$ cat src/rtl/csm_pkg.sv
package csm_pkg;

    localparam int SEL_W     = 2;
    localparam int RDIV_W    = 3;
    localparam int VDIV_W    = 4;
    localparam int FLL_EXTRA = 5;
    localparam int DIV_W     = (1 << RDIV_W) + FLL_EXTRA;
    localparam int SHIFT_W   = RDIV_W + 1;

    localparam logic [1:0] ADR_CTRL1 = 2'd0;
    localparam logic [1:0] ADR_CTRL2 = 2'd1;
    localparam logic [1:0] ADR_CTRL3 = 2'd2;
    localparam logic [1:0] ADR_STAT  = 2'd3;

    typedef enum logic [SEL_W-1:0] {
        SRC_LOOP = 2'd0,
        SRC_INT  = 2'd1,
        SRC_EXT  = 2'd2,
        SRC_RSVD = 2'd3
    } src_e;

    typedef enum logic [1:0] {
        ST_ENGAGED = 2'd0,
        ST_BYPASS  = 2'd1,
        ST_LP_BYP  = 2'd2,
        ST_SWITCH  = 2'd3
    } mode_e;

endpackage

$ cat src/rtl/csm_regs.sv
module csm_regs
    import csm_pkg::*;
(
    input  logic              clk,
    input  logic              rst_n,
    input  logic [1:0]        reg_addr,
    input  logic              reg_wr,
    input  logic [7:0]        reg_wdata,
    input  logic [SEL_W-1:0]  st_src,
    input  logic              st_pll,
    input  logic              st_lock,
    output logic [SEL_W-1:0]  sel_req,
    output logic [RDIV_W-1:0] rdiv,
    output logic              lp,
    output logic              pll_sel,
    output logic              div32,
    output logic [VDIV_W-1:0] vdiv,
    output logic [7:0]        reg_rdata
);

    always_ff @(posedge clk or negedge rst_n) begin
        if (!rst_n) begin
            sel_req <= '0;
            rdiv    <= '0;
            lp      <= 1'b0;
            pll_sel <= 1'b0;
            div32   <= 1'b0;
            vdiv    <= '0;
        end else if (reg_wr) begin
            unique case (reg_addr)
                ADR_CTRL1: begin
                    sel_req <= reg_wdata[7:6];
                    rdiv    <= reg_wdata[5:3];
                end
                ADR_CTRL2: lp <= reg_wdata[3];
                ADR_CTRL3: begin
                    pll_sel <= reg_wdata[6];
                    div32   <= reg_wdata[4];
                    vdiv    <= reg_wdata[3:0];
                end
                ADR_STAT: ;
            endcase
        end
    end

    always_comb begin
        unique case (reg_addr)
            ADR_CTRL1: reg_rdata = {sel_req, rdiv, 3'b000};
            ADR_CTRL2: reg_rdata = {4'b0000, lp, 3'b000};
            ADR_CTRL3: reg_rdata = {1'b0, pll_sel, 1'b0, div32, vdiv};
            ADR_STAT:  reg_rdata = {1'b0, st_lock, st_pll, 1'b0, st_src, 2'b00};
        endcase
    end

    logic unused_wdata;
    assign unused_wdata = ^{reg_wdata[2:0], reg_wdata[7:6] & {2{reg_addr == ADR_CTRL2}}};

endmodule

$ cat src/rtl/csm_mode_fsm.sv
module csm_mode_fsm
    import csm_pkg::*;
#(
    parameter int SETTLE_CYCLES = 4
) (
    input  logic             clk,
    input  logic             rst_n,
    input  logic [SEL_W-1:0] sel_req,
    input  logic             lp,
    output logic [SEL_W-1:0] src,
    output logic [1:0]       mode
);

    localparam int CNT_W = (SETTLE_CYCLES > 1) ? $clog2(SETTLE_CYCLES) : 1;
    localparam logic [CNT_W-1:0] CNT_LAST = CNT_W'(SETTLE_CYCLES - 1);

    mode_e            state_q, state_d;
    src_e             src_q, tgt_q, want;
    logic [CNT_W-1:0] cnt_q;
    logic             switch_req;

    function automatic mode_e rest_mode(input src_e s, input logic low_pwr);
        if (s == SRC_LOOP)  return ST_ENGAGED;
        else if (low_pwr)   return ST_LP_BYP;
        else                return ST_BYPASS;
    endfunction

    // select code 3 means "keep what is active"
    always_comb begin
        want       = (sel_req == SRC_RSVD) ? src_q : src_e'(sel_req);
        switch_req = (want != src_q) && !(want == SRC_LOOP && lp);
    end

    always_comb begin
        unique case (state_q)
            ST_ENGAGED,
            ST_BYPASS,
            ST_LP_BYP: state_d = switch_req ? ST_SWITCH : rest_mode(src_q, lp);
            ST_SWITCH: state_d = (cnt_q == CNT_LAST) ? rest_mode(tgt_q, lp) : ST_SWITCH;
        endcase
    end

    always_ff @(posedge clk or negedge rst_n) begin
        if (!rst_n) state_q <= ST_ENGAGED;
        else        state_q <= state_d;
    end

    always_ff @(posedge clk or negedge rst_n) begin
        if (!rst_n) begin
            src_q <= SRC_LOOP;
            tgt_q <= SRC_LOOP;
            cnt_q <= '0;
        end else if (state_q != ST_SWITCH && state_d == ST_SWITCH) begin
            tgt_q <= want;
            cnt_q <= '0;
        end else if (state_q == ST_SWITCH) begin
            if (cnt_q == CNT_LAST) src_q <= tgt_q;
            else                   cnt_q <= cnt_q + 1'b1;
        end
    end

    assign src  = src_q;
    assign mode = state_q;

endmodule

$ cat src/rtl/csm_loop_track.sv
module csm_loop_track
    import csm_pkg::*;
#(
    parameter int SETTLE_CYCLES = 4,
    parameter int LOCK_CYCLES   = 16
) (
    input  logic              clk,
    input  logic              rst_n,
    input  logic              pll_sel,
    input  logic              div32,
    input  logic [RDIV_W-1:0] rdiv,
    input  logic [VDIV_W-1:0] vdiv,
    input  logic              loop_en,
    output logic              pll_active,
    output logic              lock,
    output logic [DIV_W-1:0]  ref_div,
    output logic [VDIV_W-1:0] vco_div
);

    localparam int PC_W = $clog2(SETTLE_CYCLES + 1);
    localparam int LC_W = (LOCK_CYCLES > 1) ? $clog2(LOCK_CYCLES) : 1;
    localparam int CFG_W = 2 + RDIV_W + VDIV_W;
    localparam logic [PC_W-1:0] PC_LAST = PC_W'(SETTLE_CYCLES);
    localparam logic [LC_W-1:0] LC_LAST = LC_W'(LOCK_CYCLES - 1);

    logic [PC_W-1:0]    pcnt_q;
    logic [LC_W-1:0]    lcnt_q;
    logic [CFG_W-1:0]   cfg, cfg_q;
    logic [SHIFT_W-1:0] shift;

    // the VCO divider only matters when the PLL is the chosen loop
    assign vco_div = pll_sel ? vdiv : '0;
    assign cfg     = {pll_sel, div32, rdiv, vco_div};

    // the same divider code gets the extra divide-by-32 only for the FLL
    assign shift   = {1'b0, rdiv} + ((!pll_sel && div32) ? SHIFT_W'(FLL_EXTRA) : '0);
    assign ref_div = DIV_W'(1) << shift;

    always_ff @(posedge clk or negedge rst_n) begin
        if (!rst_n) begin
            pll_active <= 1'b0;
            pcnt_q     <= '0;
        end else if (pll_sel != pll_active) begin
            if (pcnt_q == PC_LAST) begin
                pll_active <= pll_sel;
                pcnt_q     <= '0;
            end else begin
                pcnt_q <= pcnt_q + 1'b1;
            end
        end else begin
            pcnt_q <= '0;
        end
    end

    always_ff @(posedge clk or negedge rst_n) begin
        if (!rst_n) begin
            cfg_q  <= '0;
            lcnt_q <= '0;
            lock   <= 1'b0;
        end else begin
            cfg_q <= cfg;
            if (!loop_en || cfg != cfg_q) begin
                lock   <= 1'b0;
                lcnt_q <= '0;
            end else if (!lock) begin
                if (lcnt_q == LC_LAST) lock <= 1'b1;
                else                   lcnt_q <= lcnt_q + 1'b1;
            end
        end
    end

endmodule

$ cat src/rtl/clk_mode_ctrl.sv
module clk_mode_ctrl
    import csm_pkg::*;
#(
    parameter int SETTLE_CYCLES = 4,
    parameter int LOCK_CYCLES   = 16
) (
    input  logic             clk,
    input  logic             rst_n,
    input  logic [1:0]       reg_addr,
    input  logic             reg_wr,
    input  logic [7:0]       reg_wdata,
    output logic [7:0]       reg_rdata,
    output logic [SEL_W-1:0] clk_src,
    output logic [1:0]       mode,
    output logic             loop_en,
    output logic             pll_active,
    output logic             lock,
    output logic [DIV_W-1:0] ref_div,
    output logic [3:0]       vco_div
);

    logic [SEL_W-1:0]  sel_req;
    logic [RDIV_W-1:0] rdiv;
    logic              lp;
    logic              pll_sel;
    logic              div32;
    logic [VDIV_W-1:0] vdiv;

    csm_regs u_regs (
        .clk       (clk),
        .rst_n     (rst_n),
        .reg_addr  (reg_addr),
        .reg_wr    (reg_wr),
        .reg_wdata (reg_wdata),
        .st_src    (clk_src),
        .st_pll    (pll_active),
        .st_lock   (lock),
        .sel_req   (sel_req),
        .rdiv      (rdiv),
        .lp        (lp),
        .pll_sel   (pll_sel),
        .div32     (div32),
        .vdiv      (vdiv),
        .reg_rdata (reg_rdata)
    );

    csm_mode_fsm #(.SETTLE_CYCLES(SETTLE_CYCLES)) u_fsm (
        .clk     (clk),
        .rst_n   (rst_n),
        .sel_req (sel_req),
        .lp      (lp),
        .src     (clk_src),
        .mode    (mode)
    );

    // low power only stops the loop while a reference feeds the output
    assign loop_en = !(lp && clk_src != SRC_LOOP);

    csm_loop_track #(
        .SETTLE_CYCLES (SETTLE_CYCLES),
        .LOCK_CYCLES   (LOCK_CYCLES)
    ) u_track (
        .clk        (clk),
        .rst_n      (rst_n),
        .pll_sel    (pll_sel),
        .div32      (div32),
        .rdiv       (rdiv),
        .vdiv       (vdiv),
        .loop_en    (loop_en),
        .pll_active (pll_active),
        .lock       (lock),
        .ref_div    (ref_div),
        .vco_div    (vco_div)
    );

endmodule

$ cat config.mk
export PLATFORM = sky130hd
export DESIGN_NAME = clk_mode_ctrl
export DESIGN_NICKNAME = d
export VERILOG_FILES = /design/src/rtl/csm_pkg.sv /design/src/rtl/csm_regs.sv /design/src/rtl/csm_mode_fsm.sv /design/src/rtl/csm_loop_track.sv /design/src/rtl/clk_mode_ctrl.sv
export SDC_FILE = /design/constraint.sdc
export NUM_CORES = 1
export LEC_CHECK = 0
export CAP_MARGIN = 10
export CORE_ASPECT_RATIO = 1.25
export CORE_MARGIN = 2
export CORE_UTILIZATION = 51
export DETAILED_ROUTE_END_ITERATION = 8
export PLACE_DENSITY_LB_ADDON = 0.05
export SLEW_MARGIN = 30
export SYNTH_ARGS = -nofsm -noshare
export SYNTH_HDL_FRONTEND = slang
export SYNTH_SLANG_ARGS = --single-unit
$ cat constraint.sdc
create_clock -name clk -period 3 [get_ports clk]
set_input_delay 0.75 -clock clk [delete_from_list [all_inputs] [get_ports clk]]
set_output_delay 0.75 -clock clk [all_outputs]
set_load 0.05 [all_outputs]
==> results of run 1 <==
routing by layer:
layer / share of wire (%) / wire length [um]
met5: 0 / 0
met1: 41 / 1910
met4: 1.5 / 71
met3: 4.2 / 198
met2: 54 / 2530
kinds of logic after synthesis:
| group | count (synthesis) | share of synthesized area (%) |
|---|---|---|
| AND/OR/NAND/NOR | 88 | 21.9 |
| flip-flops | 38 | 45.4 |
| multiplexers | 21 | 11.5 |
| adder cells (fa/ha/maj) | 7 | 4.18 |
| AO/OA/AOI/OAI | 29 | 9.55 |
| XOR/XNOR | 11 | 4.60 |
| buffers and inverters | 12 | 2.93 |
metrics by stage:
step           area (um2)  TNS [ns]  util, %  total power, mW
2_1_floorplan        2110    -0.860        -             1.57
5_1_grt              2950    -0.352     73.8             2.71
3_5_place_dp         2790         0     69.8             2.03
4_1_cts              2930         0     73.2             2.56
6_report             2950         0     73.8             2.56
3_3_place_gp         2790         0     69.8             2.01
state kept, by name (all words and copies together) (netlist names), 2 cells and up:
name            count
u_fsm.mode          2
u_fsm.tgt_q         2
u_fsm.src           2
u_regs.rdiv         3
u_regs.vdiv         4
u_regs.sel_req      2
u_track.pcnt_q      3
u_fsm.cnt_q         2
u_track.cfg_q       9
u_track.lcnt_q      4
final cells by class:
class / instances / area share [%]
sequential: 38 / 32.2
multi-input combinational: 156 / 38.0
clock inverter: 3 / 2.33
clock buffer: 5 / 2.33
timing repair buffer: 49 / 22.3
inverter: 4 / 0.508
tap: 56 / 2.37
power groups by stage:
stage	combinational [mW]	sequential (mW)	clock, mW
finish	1.28	0.755	0.520
CTS	1.28	0.755	0.528
global route	1.38	0.775	0.555
floorplan	0.745	0.823	0
detailed placement	1.27	0.765	0
global placement	1.25	0.756	0
cell usage in the layout (no fill, tap or decap), types with 2 or more instances in the layout:
master	instances
nor2_2	2
dfrtp_1	38
xor2_1	3
clkbuf_8	5
mux2_2	15
or3_1	5
a21oi_1	4
nor3_2	6
nor3b_1	2
nand3_1	4
buf_4	7
a221o_1	2
ha_1	6
nor2_1	18
a211oi_1	3
buf_12	19
and3_1	2
mux2i_1	5
nor3_1	3
a31oi_1	2
nor2b_1	5
o21ai_0	9
inv_1	4
bufinv_16	2
clkdlybuf4s50_1	22
and2_1	9
nand2_1	19
xnor2_1	8
nand3b_1	2
nand2b_1	5
final timing paths:
kind                                                   from                            end  cells after the start
worst min register to register  u_track.pcnt_q[0]$_DFF_PN0_    u_track.pcnt_q[0]$_DFF_PN0_                      1
worst min-delay path            u_track.pcnt_q[0]$_DFF_PN0_    u_track.pcnt_q[0]$_DFF_PN0_                      1
min in group asynchronous                             rst_n    u_track.pcnt_q[2]$_DFF_PN0_                      1
worst max register to register   u_regs.pll_sel$_DFFE_PN0P_  u_track.lcnt_q[2]$_DFFE_PN0P_                      5
worst max-delay path             u_regs.pll_sel$_DFFE_PN0P_                     ref_div[1]                      6
max in group asynchronous                             rst_n     u_regs.rdiv[2]$_DFFE_PN0P_                      1
==> impl_metrics.tcl, run 1 <==
set metrics [dict create \
    use_met2_pct 39.5 \
    fp.dieW_um 61.3 \
    fill_cells 308 \
    wire_per_inst_um 15.1 \
    yosys-top-cells-area "dfrtp_1, mux2_2, ha_1, nor2_1, nand2_1" \
    grt_use_met3_pct 4.92 \
    track_usage_pct 23.1 \
    drc_errors 0 \
    seq_area_um2 951 \
    tritoncts "built" \
    final_cells 311 \
    required_ns 2.25 \
    pre_cts_ws_ns 0.200 \
    cts_resized 0 \
    post_cts_buffers 0 \
    ir_drop_mv 0.503 \
    path_clk_slew_ns 0.07 \
    nets 274 \
    synth_edf_count 0 \
    critPathTopFamily "simple AND/OR/NAND/NOR gates" \
    dpl.cell_count 303 \
    grt_max_degree 39 \
    netSwitchingFraction_pct 40.9 \
    seqPwrFrac_pct 29.5 \
    chipHeight_um 75.7 \
    synth_commonest_cells "dfrtp_1, nor2_1, nand2_1, mux2_2" \
    grt_overflow 0 \
    power.leakage_nw 1.24 \
    synth_nets 226 \
    cp-end-kind "output port" \
    n_antenna_cell 0 \
    cellPowerDensity_nw_per_um2 866 \
    worstSetupStartpointType "flip-flop" \
    cts-root-buf "clkbuf_8" \
    num_rows 26 \
    syn_area_um2 2100 \
    synthCells 206 \
    drv_slew 0 \
    initial_core_util_pct 52.4 \
    routed_wl_mm 4.71 \
    drt_iter0_drc 104 \
    postCtsHoldBufs 0 \
    outcome "finished clean" \
    cts_buffers 5 \
    cp_max_fo 4 \
    cpMaxStageDelayCell "dfrtp_1" \
    tightest_slew_ns 0.844 \
    path_class "flip-flop to output port" \
    dp_hpwl_mm 3.43 \
    syn-mean-instance-area_um2 10.2 \
    port_buffers 44 \
    dr.pass1.iters 4 \
    combinationalPowerShare_pct 50.2 \
    skew_ns 0.00984 \
    final.setup.worst_slack_ns 0.0627 \
    ant_nets 0 \
    synth_top_area_cell "dfrtp_1" \
    core_um2 4000 \
    synth-seq-area-share_pct 45.4 \
    worstSkewPairLatency_ns 0.29 \
    post-route-period-util_pct 97.9 \
    setup_viol 0 \
    path_buf_inv 1 \
    rsz0062_at_grt "true" \
    ios 45 \
    synth.most_common_cell "dfrtp_1" \
    crit_chain "nor2b_1 > ha_1 > a31oi_2 > nand2_1 > nor3_1 > buf_12" \
    ys_seq_elements 38 \
    vias 1725 \
    area_growth_pct 41.0 \
    grt_first_pass_wirelength_mm 7.80 \
    grt_pass1_vias 1686 \
    dieArea_um2 4640 \
    hold_viol 0 \
    vias_per_cell 5.55 \
    drv_cap 0 \
    place_congestion 0.855 \
    crit_arrival_ns 2.19 \
    synth_flop_cell "dfrtp_1" \
    holdWs_ns 0.470 \
    clockBufferDepth 2 \
    synthArstFlopShare_pct 100 \
    hold_path_class "flip-flop to flip-flop" \
    cts.htree.levels 2 \
    met1_usage_pct 28.7 \
    clock-sinks 38 \
    antenna_found_initial 0 \
    r2r_setup_slack_ns 1.40 \
    layout-drive-gt1-share_pct 25.1 \
    yosysUniqueCellTypes 43 \
    relSlewSlack_pct 43.7 \
    clockPowerShare_pct 20.3 \
    multi_input_area_um2 1120 \
    period_minus_slack_ns 2.94 \
    cp_slowest_stage_delay_ns 0.38 \
    internal_power_mw 1.51 \
    yosysTopAreaCellShare_pct 45.4 \
    grt_busiest_layer "met2" \
    timing.fmax_mhz 340 \
    netSwitchingPower_mw 1.05 \
    yosys_warnings 0 \
]
(Power assumes the default switching activity.)
==> inputs of run 2 (changes only) <==
==> constraint.sdc (replaced) <==
create_clock -name clk -period 3.2 [get_ports clk]
set_input_delay 0.8 -clock clk [delete_from_list [all_inputs] [get_ports clk]]
set_output_delay 0.8 -clock clk [all_outputs]
set_load 0.05 [all_outputs]
==> impl_metrics.tcl, run 2 (same netlist as run 1, synthesis figures left out) <==
set metrics [dict create \
    initial_core_util_pct 52.4 \
    path_clk_slew_ns 0.07 \
    final_core_util_pct 72.9 \
    tightest_slew_ns 0.505 \
    chipHeight_um 75.7 \
    crit_chain "nor2b_2 > ha_1 > ha_1 > or3_1 > nor2_1 > buf_12" \
    largest_reg_flops 9 \
    drv_cap 0 \
    power.leakage_nw 1.22 \
    setup_viol 0 \
    rsz0062_at_grt "true" \
    design_area_um2 2920 \
    fp.dieW_um 61.3 \
    tns_ns 0 \
    layout-drive-gt1-share_pct 24.5 \
    timing.fmax_mhz 321 \
    seqPwrFrac_pct 32.4 \
    worstSkewPairLatency_ns 0.29 \
    antenna_found_initial 0 \
    placed_area_um2 2780 \
    wire_per_inst_um 16.3 \
    hold_end "u_track.pcnt_q[0]$_DFF_PN0_" \
    cp_slowest_stage_delay_ns 0.43 \
    grt_max_degree 39 \
    drc_errors 0 \
    r2r_start "u_fsm.src[0]$_DFFE_PN0P_" \
    reg2reg_to "u_track.lcnt_q[2]$_DFFE_PN0P_" \
    place_congestion 0.815 \
    drt_iter0_drc 125 \
    clockPowerShare_pct 17.2 \
    dr.pass1.iters 4 \
    ir_drop_mv 0.508 \
    r2r_setup_slack_ns 1.54 \
    cts-root-buf "clkbuf_8" \
    cp_max_fo 7 \
    regMostFlops "u_track.cfg_q" \
    post_cts_buffers 0 \
    vias 1726 \
    grt_overflow 0 \
    area_growth_pct 39.2 \
    drv_slew 0 \
    num_rows 26 \
    worstHoldPathCells 1 \
    combinationalPowerShare_pct 50.4 \
    vias_per_cell 5.59 \
    reg2reg_depth 4 \
    tritoncts "built" \
    layout_commonest_cell "dfrtp_1" \
    crit_top_cell "ha_1" \
    netSwitchingPower_uw 984 \
    clockBufferDepth 2 \
    internal_power_mw 1.32 \
    n_antenna_cell 0 \
    cellPowerDensity_nw_per_um2 789 \
    path_class "flip-flop to output port" \
    critPathTopFamily "simple AND/OR/NAND/NOR gates" \
    cts_buffers 5 \
    ant_nets 0 \
    track_usage_pct 24.3 \
    grt_pass1_vias 1796 \
    post-route-period-util_pct 97.4 \
    port_buffers 44 \
    path_buf_inv 1 \
    dp_hpwl_mm 3.74 \
    hold_path_class "flip-flop to flip-flop" \
    ios 45 \
    holdWs_ns 0.470 \
    skew_ns 0.00802 \
    period_minus_slack_ns 3.12 \
    netSwitchingFraction_pct 42.8 \
    nets 272 \
    outcome "finished clean" \
    top_regs "u_track.cfg_q x9, u_regs.vdiv x4, u_track.lcnt_q x4" \
    cts.htree.levels 2 \
    clock-sinks 38 \
    hold_viol 0 \
    final_cell_mix "dfrtp_1, clkdlybuf4s50_1, nand2_1, buf_12, nor2_1" \
    crit_arrival_ns 2.32 \
    cpMaxStageDelayCell "dfrtp_1" \
    relSlewSlack_pct 66.2 \
    core_um2 4000 \
    worstSetupStartpointType "flip-flop" \
    finalPower_mw 2.30 \
    routed_wl_mm 5.05 \
    cp-end-kind "output port" \
    hp-start "u_track.pcnt_q[0]$_DFF_PN0_" \
    dieArea_um2 4640 \
    required_ns 2.40 \
    grt_first_pass_wirelength_mm 8.29 \
]
## run 2: worst register-to-register path, stage by stage, from the launching register on
cell and delay (ns):
dfrtp_1 0.51, o21ai_0 0.32, nand3_1 0.15, a2111o_1 0.40, nor3_2 0.19
## run 2: area by class of cell
cell class,instances,area (um2)
Inverter,4,15.0
Tap cell,56,70.1
Clock inverter,3,40.0
Timing Repair Buffer,47,648
Sequential cell,38,951
Multi-Input combinational cell,156,1120
Fill cell,326,1080
Clock buffer,5,68.8
## run 2: layer usage
metal	global-route usage, %	vias up	share of wire, %	wire length, um
li1	-	814	-	-
met1	29.2	857	39	1940
met2	42.3	45	55	2800
met3	4.75	10	3.5	177
met4	9.93	0	2.5	127
met5	0	-	0	0
## run 2: timing repair
item	4_1_cts	5_1_grt
hold buffers	0	0
resized for setup	0	8
setup endpoints to repair	0	10
## run 2: how the worst max path moves through the flow
stage / start / to / slack, ns / depth (start not counted)
after floorplan: u_regs.pll_sel$_DFFE_PN0P_ / ref_div[1] / -0.15 / 6
final: u_regs.div32$_DFFE_PN0P_ / ref_div[12] / 0.08 / 6
after global placement: reg_addr[0] / reg_rdata[3] / 0.33 / 3
after CTS: u_regs.div32$_DFFE_PN0P_ / ref_div[5] / 0.002 / 6
after detailed placement: reg_addr[0] / reg_rdata[3] / 0.31 / 3
after global routing: u_regs.div32$_DFFE_PN0P_ / ref_div[6] / -0.03 / 7
## run 2: through the flow
| stage | setup WS (ns) | instances |
|---|---|---|
| 2_1_floorplan | -0.154 | 206 |
| 3_3_place_gp | 0.327 | 301 |
| 3_5_place_dp | 0.307 | 301 |
| 4_1_cts | 0.00219 | 309 |
| 5_1_grt | -0.0345 | 309 |
| 6_report | 0.0835 | 309 |
## run 2: power groups by stage
| stage | Combinational (mW) | Clock, mW | Sequential [mW] |
|---|---|---|---|
| 6_report | 1.16 | 0.397 | 0.745 |
| 5_1_grt | 1.25 | 0.430 | 0.765 |
| 4_1_cts | 1.15 | 0.408 | 0.742 |
| 3_5_place_dp | 1.14 | 0 | 0.750 |
| 3_3_place_gp | 1.11 | 0 | 0.741 |
| 2_1_floorplan | 0.696 | 0 | 0.772 |
